`src/rtl/smg_pkg.sv`:
```
// Shared field layouts for the management-RAM control bytes.
// Assumes packed bit order matches the configuration byte layout.
package smg_pkg;

    localparam int MB_SHIFT = 20;

    // Control byte: bit3 global enable, bit2 lock, bit1 closed, bit0 open
    typedef struct packed {
        logic g_en;
        logic lock;
        logic closed;
        logic open;
    } smg_ctrl_t;

    typedef enum logic [1:0] {
        SZ_1M  = 2'b00,
        SZ_2M  = 2'b01,
        SZ_8M  = 2'b10,
        SZ_EXT = 2'b11
    } smg_size_e;

    // Extended byte: bits 2:1 size code, bit0 segment enable
    typedef struct packed {
        smg_size_e size;
        logic      seg_en;
    } smg_ext_t;

endpackage

```
`src/rtl/smg_ctrl_reg.sv`:
```
// Control byte with open, closed, lock and global-enable fields.
// Assumes one byte write per cycle; lock is sticky until synchronous reset.
module smg_ctrl_reg
    import smg_pkg::*;
#(
    parameter int          CFG_AW   = 8,
    parameter int unsigned CTRL_OFS = 'h40
) (
    input  logic              clk,
    input  logic              rst_n,
    input  logic              cfg_wr_i,
    input  logic [CFG_AW-1:0] cfg_addr_i,
    input  logic [3:0]        cfg_wdata_i,
    output smg_ctrl_t         ctrl_o
);

    smg_ctrl_t ctrl_q;
    smg_ctrl_t wr_f;
    logic      wr_hit;
    logic      both_oc;

    assign wr_hit  = cfg_wr_i && (cfg_addr_i == CFG_AW'(CTRL_OFS));
    assign wr_f    = smg_ctrl_t'(cfg_wdata_i);
    assign both_oc = wr_f.open && wr_f.closed;

    // Update fields on a hit, honouring lock and the open/closed conflict
    always_ff @(posedge clk) begin
        if (!rst_n) begin
            ctrl_q <= '0;
        end else if (wr_hit) begin
            ctrl_q.lock   <= ctrl_q.lock | wr_f.lock;
            ctrl_q.closed <= wr_f.closed;
            if (!ctrl_q.lock) begin
                ctrl_q.g_en <= wr_f.g_en;
            end
            if (ctrl_q.lock || wr_f.lock) begin
                ctrl_q.open <= 1'b0;
            end else if (!both_oc) begin
                ctrl_q.open <= wr_f.open;
            end
        end
    end

    assign ctrl_o = ctrl_q;

    AST_LOCK_STICKY: assert property (@(posedge clk) disable iff (!rst_n)
        ctrl_q.lock |=> ctrl_q.lock);
    AST_OPEN_LOW_WHEN_LOCKED: assert property (@(posedge clk) disable iff (!rst_n)
        ctrl_q.lock |-> !ctrl_q.open);
    AST_GEN_FROZEN: assert property (@(posedge clk) disable iff (!rst_n)
        ctrl_q.lock |=> $stable(ctrl_q.g_en));
    AST_CONFLICT_KEEPS_OPEN: assert property (@(posedge clk) disable iff (!rst_n)
        (wr_hit && !ctrl_q.lock && !wr_f.lock && cfg_wdata_i[0] && cfg_wdata_i[1])
        |=> $stable(ctrl_q.open));

endmodule

```
`src/rtl/smg_ext_reg.sv`:
```
// Extended byte holding segment enable and size code.
// Assumes lock_i comes from the control byte; writes are dropped while it is set.
module smg_ext_reg
    import smg_pkg::*;
#(
    parameter int          CFG_AW  = 8,
    parameter int unsigned EXT_OFS = 'h41
) (
    input  logic              clk,
    input  logic              rst_n,
    input  logic              cfg_wr_i,
    input  logic [CFG_AW-1:0] cfg_addr_i,
    input  logic [2:0]        cfg_wdata_i,
    input  logic              lock_i,
    output smg_ext_t          ext_o
);

    smg_ext_t ext_q;
    logic     wr_hit;

    assign wr_hit = cfg_wr_i && (cfg_addr_i == CFG_AW'(EXT_OFS));

    // Capture enable and size on an unlocked hit
    always_ff @(posedge clk) begin
        if (!rst_n) begin
            ext_q <= '0;
        end else if (wr_hit && !lock_i) begin
            ext_q <= smg_ext_t'(cfg_wdata_i);
        end
    end

    assign ext_o = ext_q;

    AST_EXT_FROZEN: assert property (@(posedge clk) disable iff (!rst_n)
        lock_i |=> $stable(ext_q));

endmodule

```
`src/rtl/smg_seg_decode.sv`:
```
// Turns the size code into segment size and base at the top of RAM.
// Assumes RAM_MB megabytes fit in AW bits and every size is below RAM_MB.
module smg_seg_decode
    import smg_pkg::*;
#(
    parameter int AW     = 32,
    parameter int RAM_MB = 128,
    parameter int EXT_MB = 16
) (
    input  smg_size_e         size_i,
    output logic [AW-1:0]     ram_top_o,
    output logic [AW-1:0]     base_o,
    output logic [AW-1:0]     size_o
);

    localparam int            NCODES  = 4;
    localparam logic [AW-1:0] RAM_TOP = AW'(RAM_MB) << MB_SHIFT;

    logic [AW-1:0] size_lut [NCODES];

    // One table entry per size code; the all-ones code takes the extended size
    for (genvar c = 0; c < NCODES; c++) begin : g_lut
        localparam int SEG_MB = (c == 0) ? 1 :
                                (c == 1) ? 2 :
                                (c == 2) ? 8 : EXT_MB;
        assign size_lut[c] = AW'(SEG_MB) << MB_SHIFT;
    end

    assign ram_top_o = RAM_TOP;
    assign size_o    = size_lut[size_i];
    assign base_o    = RAM_TOP - size_o;

endmodule

```
`src/rtl/smg_filter.sv`:
```
// Flags non-management accesses that land inside the enabled segment.
// Assumes base and top come from the decoder; purely combinational.
module smg_filter #(
    parameter int AW = 32
) (
    input  logic          valid_i,
    input  logic          smm_i,
    input  logic [AW-1:0] addr_i,
    input  logic [AW-1:0] base_i,
    input  logic [AW-1:0] top_i,
    input  logic          seg_en_i,
    input  logic          g_en_i,
    output logic          block_o
);

    logic in_seg;

    assign in_seg  = (addr_i >= base_i) && (addr_i < top_i);
    assign block_o = valid_i && !smm_i && seg_en_i && g_en_i && in_seg;

endmodule

```
`src/rtl/smram_guard.sv`:
```
// Top: control and extended bytes, segment decoder and access filter.
// Assumes a single byte-wide configuration port and one access per cycle.
module smram_guard
    import smg_pkg::*;
#(
    parameter int          AW       = 32,
    parameter int          CFG_AW   = 8,
    parameter int unsigned CTRL_OFS = 'h40,
    parameter int unsigned EXT_OFS  = 'h41,
    parameter int          RAM_MB   = 128,
    parameter int          EXT_MB   = 16
) (
    input  logic              clk,
    input  logic              rst_n,
    input  logic              cfg_wr_i,
    input  logic [CFG_AW-1:0] cfg_addr_i,
    input  logic [7:0]        cfg_wdata_i,
    output logic [7:0]        cfg_rdata_o,
    input  logic              acc_valid_i,
    input  logic              acc_smm_i,
    input  logic [AW-1:0]     acc_addr_i,
    output logic              acc_block_o,
    output logic [AW-1:0]     seg_base_o,
    output logic [AW-1:0]     seg_size_o
);

    smg_ctrl_t     ctrl;
    smg_ext_t      ext;
    logic [AW-1:0] ram_top;
    logic          unused_wdata;

    assign unused_wdata = ^cfg_wdata_i[7:4];

    smg_ctrl_reg #(.CFG_AW(CFG_AW), .CTRL_OFS(CTRL_OFS)) u_ctrl (
        .clk(clk), .rst_n(rst_n), .cfg_wr_i(cfg_wr_i), .cfg_addr_i(cfg_addr_i),
        .cfg_wdata_i(cfg_wdata_i[3:0]), .ctrl_o(ctrl)
    );

    smg_ext_reg #(.CFG_AW(CFG_AW), .EXT_OFS(EXT_OFS)) u_ext (
        .clk(clk), .rst_n(rst_n), .cfg_wr_i(cfg_wr_i), .cfg_addr_i(cfg_addr_i),
        .cfg_wdata_i(cfg_wdata_i[2:0]), .lock_i(ctrl.lock), .ext_o(ext)
    );

    smg_seg_decode #(.AW(AW), .RAM_MB(RAM_MB), .EXT_MB(EXT_MB)) u_dec (
        .size_i(ext.size), .ram_top_o(ram_top), .base_o(seg_base_o), .size_o(seg_size_o)
    );

    smg_filter #(.AW(AW)) u_flt (
        .valid_i(acc_valid_i), .smm_i(acc_smm_i), .addr_i(acc_addr_i),
        .base_i(seg_base_o), .top_i(ram_top), .seg_en_i(ext.seg_en),
        .g_en_i(ctrl.g_en), .block_o(acc_block_o)
    );

    // Read mux: mapped bytes zero-extended, everything else reads zero
    always_comb begin
        cfg_rdata_o = 8'h00;
        if (cfg_addr_i == CFG_AW'(CTRL_OFS)) begin
            cfg_rdata_o = {4'h0, ctrl};
        end else if (cfg_addr_i == CFG_AW'(EXT_OFS)) begin
            cfg_rdata_o = {5'h00, ext};
        end
    end

    AST_SMM_PASSES: assert property (@(posedge clk) disable iff (!rst_n)
        (acc_valid_i && acc_smm_i) |-> !acc_block_o);
    AST_BLOCK_INSIDE_SEG: assert property (@(posedge clk) disable iff (!rst_n)
        acc_block_o |-> (acc_addr_i >= seg_base_o));
    AST_BASE_BELOW_TOP: assert property (@(posedge clk) disable iff (!rst_n)
        seg_base_o < (AW'(RAM_MB) << MB_SHIFT));

endmodule

```
`config.mk`:
```
export PLATFORM = sky130hd
export DESIGN_NAME = smram_guard
export DESIGN_NICKNAME = d
export VERILOG_FILES = /design/src/rtl/smg_pkg.sv /design/src/rtl/smg_ctrl_reg.sv /design/src/rtl/smg_ext_reg.sv /design/src/rtl/smg_seg_decode.sv /design/src/rtl/smg_filter.sv /design/src/rtl/smram_guard.sv
export SDC_FILE = /design/constraint.sdc
export NUM_CORES = 1
export LEC_CHECK = 0
export BUFFER_PORTS_ARGS = -buffer_cell sky130_fd_sc_hd__buf_2
export CAP_MARGIN = 25
export CORE_UTILIZATION = 49
export CTS_CLUSTER_SIZE = 12
export DETAILED_ROUTE_END_ITERATION = 10
export PLACE_DENSITY = 0.83
export SLEW_MARGIN = 20
export SYNTH_ARGS = -nofsm -noshare
export SYNTH_HDL_FRONTEND = slang
export SYNTH_HIERARCHICAL = 1
export SYNTH_SLANG_ARGS = --single-unit
```
`constraint.sdc`:
```
create_clock -name clk -period 2.7 [get_ports clk]
set_clock_uncertainty 0.1 [all_clocks]
set_input_delay 0.405 -clock clk [delete_from_list [all_inputs] [get_ports clk]]
set_output_delay 0.405 -clock clk [all_outputs]
set_load 0.03 [all_outputs]
```
==> summary.txt <==
Routing
  • Routed via count divided by cell count: 4.527
  • Mean routed wirelength per cell: 10.48 um
  • Antenna violation net count after detailed routing: 0
  • Number of detailed-route iterations in the first pass: 4
  • Remaining DRCs: 0
  • Total detailed-routing wirelength: 5389 um
  • Total number of vias: 2327
  • DRT iter0 DRCs: 45

Critical path
  • Critical register-to-register path endpoint: u_ext/ext_o[0]$_SDFFE_PN0P_
  • Maximum single-stage delay on the critical path: 0.35 ns
  • CP Launch Type: flop
  • Category of the critical setup timing path: flop to primary output
  • Critical path, cell by cell: or2_1 > ha_2 > buf_6 > nand2b_4 > inv_2 > ha_2 > a221o_1 > a221oi_2 > o21ai_1 > a21oi_2 > nor3_4 > buf_6
  • Launch point of the critical path: u_ext/ext_o[1]$_SDFFE_PN0P_
  • Kind of capture point of the worst setup path: primary output
  • Crit path to: acc_block_o
  • Critical-path maximum fanout: 4
  • Library cell contributing the largest single delay on the critical path: sky130_fd_sc_hd__a221o_1
  • Buffers & Inverters on Critical Path: 3
  • R2r startpoint: u_ctrl/ctrl_o[2]$_SDFFE_PN0P_
  • Slack of the worst reg-to-reg path: 1.34 ns
  • Number of stages on the worst setup path: 12
  • Path depth of the worst reg2reg path: 3
  • Crit-path leading delay family: compound AO/OA/AOI/OAI gates
  • Required time at the endpoint of the critical path: 2.19 ns
  • Critical path data arrival time: 2.44 ns

Floorplanning
  • Width of the chip: 77.75 um
  • Initial Utilization: 0.5106
  • Height of the chip: 77.75 um
  • FP Rows: 27
  • Total I/O pin count: 126
  • Floorplan die area: 0.006044 mm^2
  • Area inside the core boundary: 0.005507 mm^2

Timing
  • Worst-case hold slack: 0.3413 ns
  • Period Utilization, post-route: 1.092
  • Number of setup violations in the final report: 1
  • Time the worst path needs with I/O delays and setup: 2.948 ns
  • Number of slew-limit violations in the final report: 0
  • Fin. Hold Viols: 0
  • Worst Slack Setup Final: -0.2479 ns
  • RSZ-0062 raised after global routing: yes
  • Max Fclk: 339.2 MHz

GRT
  • Global router's overall resource usage: 0.1777
  • Via count of the first global-routing pass: 2256
  • Pin count of the biggest net entering global routing: 14
  • Antenna violations before repair: 0
  • First-pass GRT wire length: 9080 um
  • Global route overflow: 0

Final layout
  • Final core area utilization: 0.5490
  • Number of nets in the finished design: 560
  • Post-route cell area: 0.003023 mm^2
  • Fraction of layout cells with a size suffix above 1: 0.2127
  • Area added between synthesis and finish: 7.521%
  • Count of inserted antenna diode cells: 0

Worst hold path
  • Class of the tightest hold or removal check: primary input to flop

Clock network
  • Clock-pin transition on the worst setup and hold timing paths: 0.04 ns
  • Clock Tree Buf Depth: 2
  • H-Tree Level Count: 1
  • TritonCTS sink count: 7
  • Number of clock buffers inserted by TritonCTS: 3
  • CTS tree: built
  • Number of buffers inserted by hold repair at cts: 0
  • Clock insertion delay at the later pin of the skew report: 0.23 ns
  • Clock root buffer: sky130_fd_sc_hd__clkbuf_8

Power and ir drop
  • Sw Share: 0.4790
  • Worst supply voltage drop on vdd: 0.0002046 V
  • PD cells: 208.4 mW/mm^2
  • Pint: 0.3282 mW
  • Combinational group share of total power: 0.604
  • Total power of the final layout: 0.6300 mW
  • Leakage: 1.582 nW
  • Switching power summed over all nets: 0.3018 mW
  • Clk pwr share: 0.232
  • Relative contribution of sequential cells to total power: 0.164

Synthesis
  • Syn avg cell area: 7.558 um^2
  • Cell area after synthesis: 0.002811 mm^2
  • Dominant synthesized flop cell: sky130_fd_sc_hd__dfxtp_1
  • Part of the Yosys area used for sequential elements: 0.04984
  • Top cells by instance count after synthesis: 91 x sky130_fd_sc_hd__buf_4, 67 x sky130_fd_sc_hd__inv_1, 64 x sky130_fd_sc_hd__ha_1, 24 x sky130_fd_sc_hd__nand2_1, 20 x sky130_fd_sc_hd__a21oi_1
  • Ys async rst share: 0
  • Largest area contributor in the netlist: sky130_fd_sc_hd__ha_1
  • Post-synth EDFFs: 0
  • Leading cell type by number of instances after synthesis: sky130_fd_sc_hd__buf_4
  • Instance count of the mapped netlist: 372
  • Distinct cell type count after synthesis: 43
  • Number of flip-flops and latches in the synthesized netlist: 7
  • Area share of the leading cell type in the synthesized netlist: 0.2848
  • Total of warnings raised by yosys: 6
  • Synth area leaders: sky130_fd_sc_hd__ha_1 28%, sky130_fd_sc_hd__buf_4 24%, sky130_fd_sc_hd__inv_1 8.9%, sky130_fd_sc_hd__dfxtp_1 5.0%, sky130_fd_sc_hd__a21oi_1 3.6%

Job
  • Max-cap violation count: 0

Run status
  • Status: complete, but fails checks
  • Failing checks: negative setup slack

Placed design
  • Port bufs: 63
  • Routability cong.: 0.9472
  • Placed inst area: 0.002919 mm^2
  • DP Wirelength: 4791 um
==> through the flow <==
step / instances / setup slack [ns] / setup TNS (ns)
after CTS: 513 / -0.2562 / -0.2562
after floorplan: 459 / 0.02491 / 0
final: 514 / -0.2479 / -0.2479
after global routing: 514 / -0.3579 / -0.3579
after detailed placement: 507 / -0.07249 / -0.07249
after global placement: 507 / -0.01909 / -0.01909
==> cell type report <==
class                      instances  area (um^2)
tap                               72        90.09
timing repair buffer              70        377.9
clock buffer                       4        45.04
multi-input combinational        294         2113
sequential                         7        145.1
inverter                          67        251.5
fill                             540         2484
==> tightest hold or removal path, cell delays in order <==
cell	delay [ns]
sky130_fd_sc_hd__buf_2	0.10
sky130_fd_sc_hd__nand2_1	0.05
sky130_fd_sc_hd__mux2i_1	0.06
==> cell usage in the layout, fill, tap and decap left out, types with 3 or more instances in the layout <==
master,n
sky130_fd_sc_hd__conb_1,90
sky130_fd_sc_hd__inv_1,65
sky130_fd_sc_hd__buf_2,62
sky130_fd_sc_hd__ha_1,61
sky130_fd_sc_hd__nand2_1,24
sky130_fd_sc_hd__a21oi_1,20
sky130_fd_sc_hd__o21ai_0,10
sky130_fd_sc_hd__mux2i_1,8
sky130_fd_sc_hd__nand4_1,8
sky130_fd_sc_hd__a21o_1,8
sky130_fd_sc_hd__buf_4,6
sky130_fd_sc_hd__nor2_1,6
sky130_fd_sc_hd__nand3_1,6
sky130_fd_sc_hd__dfxtp_1,5
sky130_fd_sc_hd__nor4_1,4
sky130_fd_sc_hd__nor3_1,3
sky130_fd_sc_hd__clkbuf_8,3
sky130_fd_sc_hd__nor2b_1,3
sky130_fd_sc_hd__o211ai_1,3
==> timing repair <==
item / 4_1_cts / 5_1_grt
buffers inserted: 2 / 1
pin swaps: 5 / 4
endpoints found under the setup margin: 1 / 1
resized for setup: 5 / 4
==> state kept, by name, indices dropped and copies added (netlist names) <==
| signal | flops |
|---|---|
| u_ctrl/ctrl_o | 4 |
| u_ext/ext_o | 3 |
==> power groups by stage <==
stage                     logic [mW]  registers, mW  clock network (mW)
after CTS                      0.373          0.103               0.149
after global routing           0.431          0.103               0.154
after global placement         0.355          0.105                   0
after floorplan                0.374          0.105                   0
final                          0.380          0.103               0.146
after detailed placement       0.368          0.105                   0
==> how the worst min path moves through the flow <==
stage	start	to	slack (ns)	cells after the start
floorplan	u_ctrl/ctrl_o[1]$_SDFFE_PN0P_	u_ctrl/ctrl_o[1]$_SDFFE_PN0P_	0.34	2
global placement	u_ctrl/ctrl_o[1]$_SDFFE_PN0P_	u_ctrl/ctrl_o[1]$_SDFFE_PN0P_	0.35	2
detailed placement	u_ctrl/ctrl_o[1]$_SDFFE_PN0P_	u_ctrl/ctrl_o[1]$_SDFFE_PN0P_	0.37	2
CTS	cfg_wdata_i[3]	u_ctrl/ctrl_o[3]$_SDFFE_PN0P_	0.34	3
global route	cfg_wdata_i[3]	u_ctrl/ctrl_o[3]$_SDFFE_PN0P_	0.35	3
finish	cfg_wdata_i[3]	u_ctrl/ctrl_o[3]$_SDFFE_PN0P_	0.34	3
==> metal layers <==
layer  up-vias  track usage  part of all wire
met3         6      0.02235             0.050
met4         0      0.04340            0.0093
met5         -            0                 0
met1      1039       0.2106              0.44
met2        65       0.3336              0.50
li1       1217            -                 -
==> logic make-up after synthesis <==
group	after synthesis	synth area share
flip-flops	7	0.04984
multiplexers	8	0.02848
AND/OR/NAND/NOR	78	0.1776
AO/OA/AOI/OAI	54	0.1228
other	3	0.004005
adder cells (fa/ha/maj)	64	0.2848
buffers and inverters	158	0.3324
No activity file was read; power rests on OpenSTA's default activity.
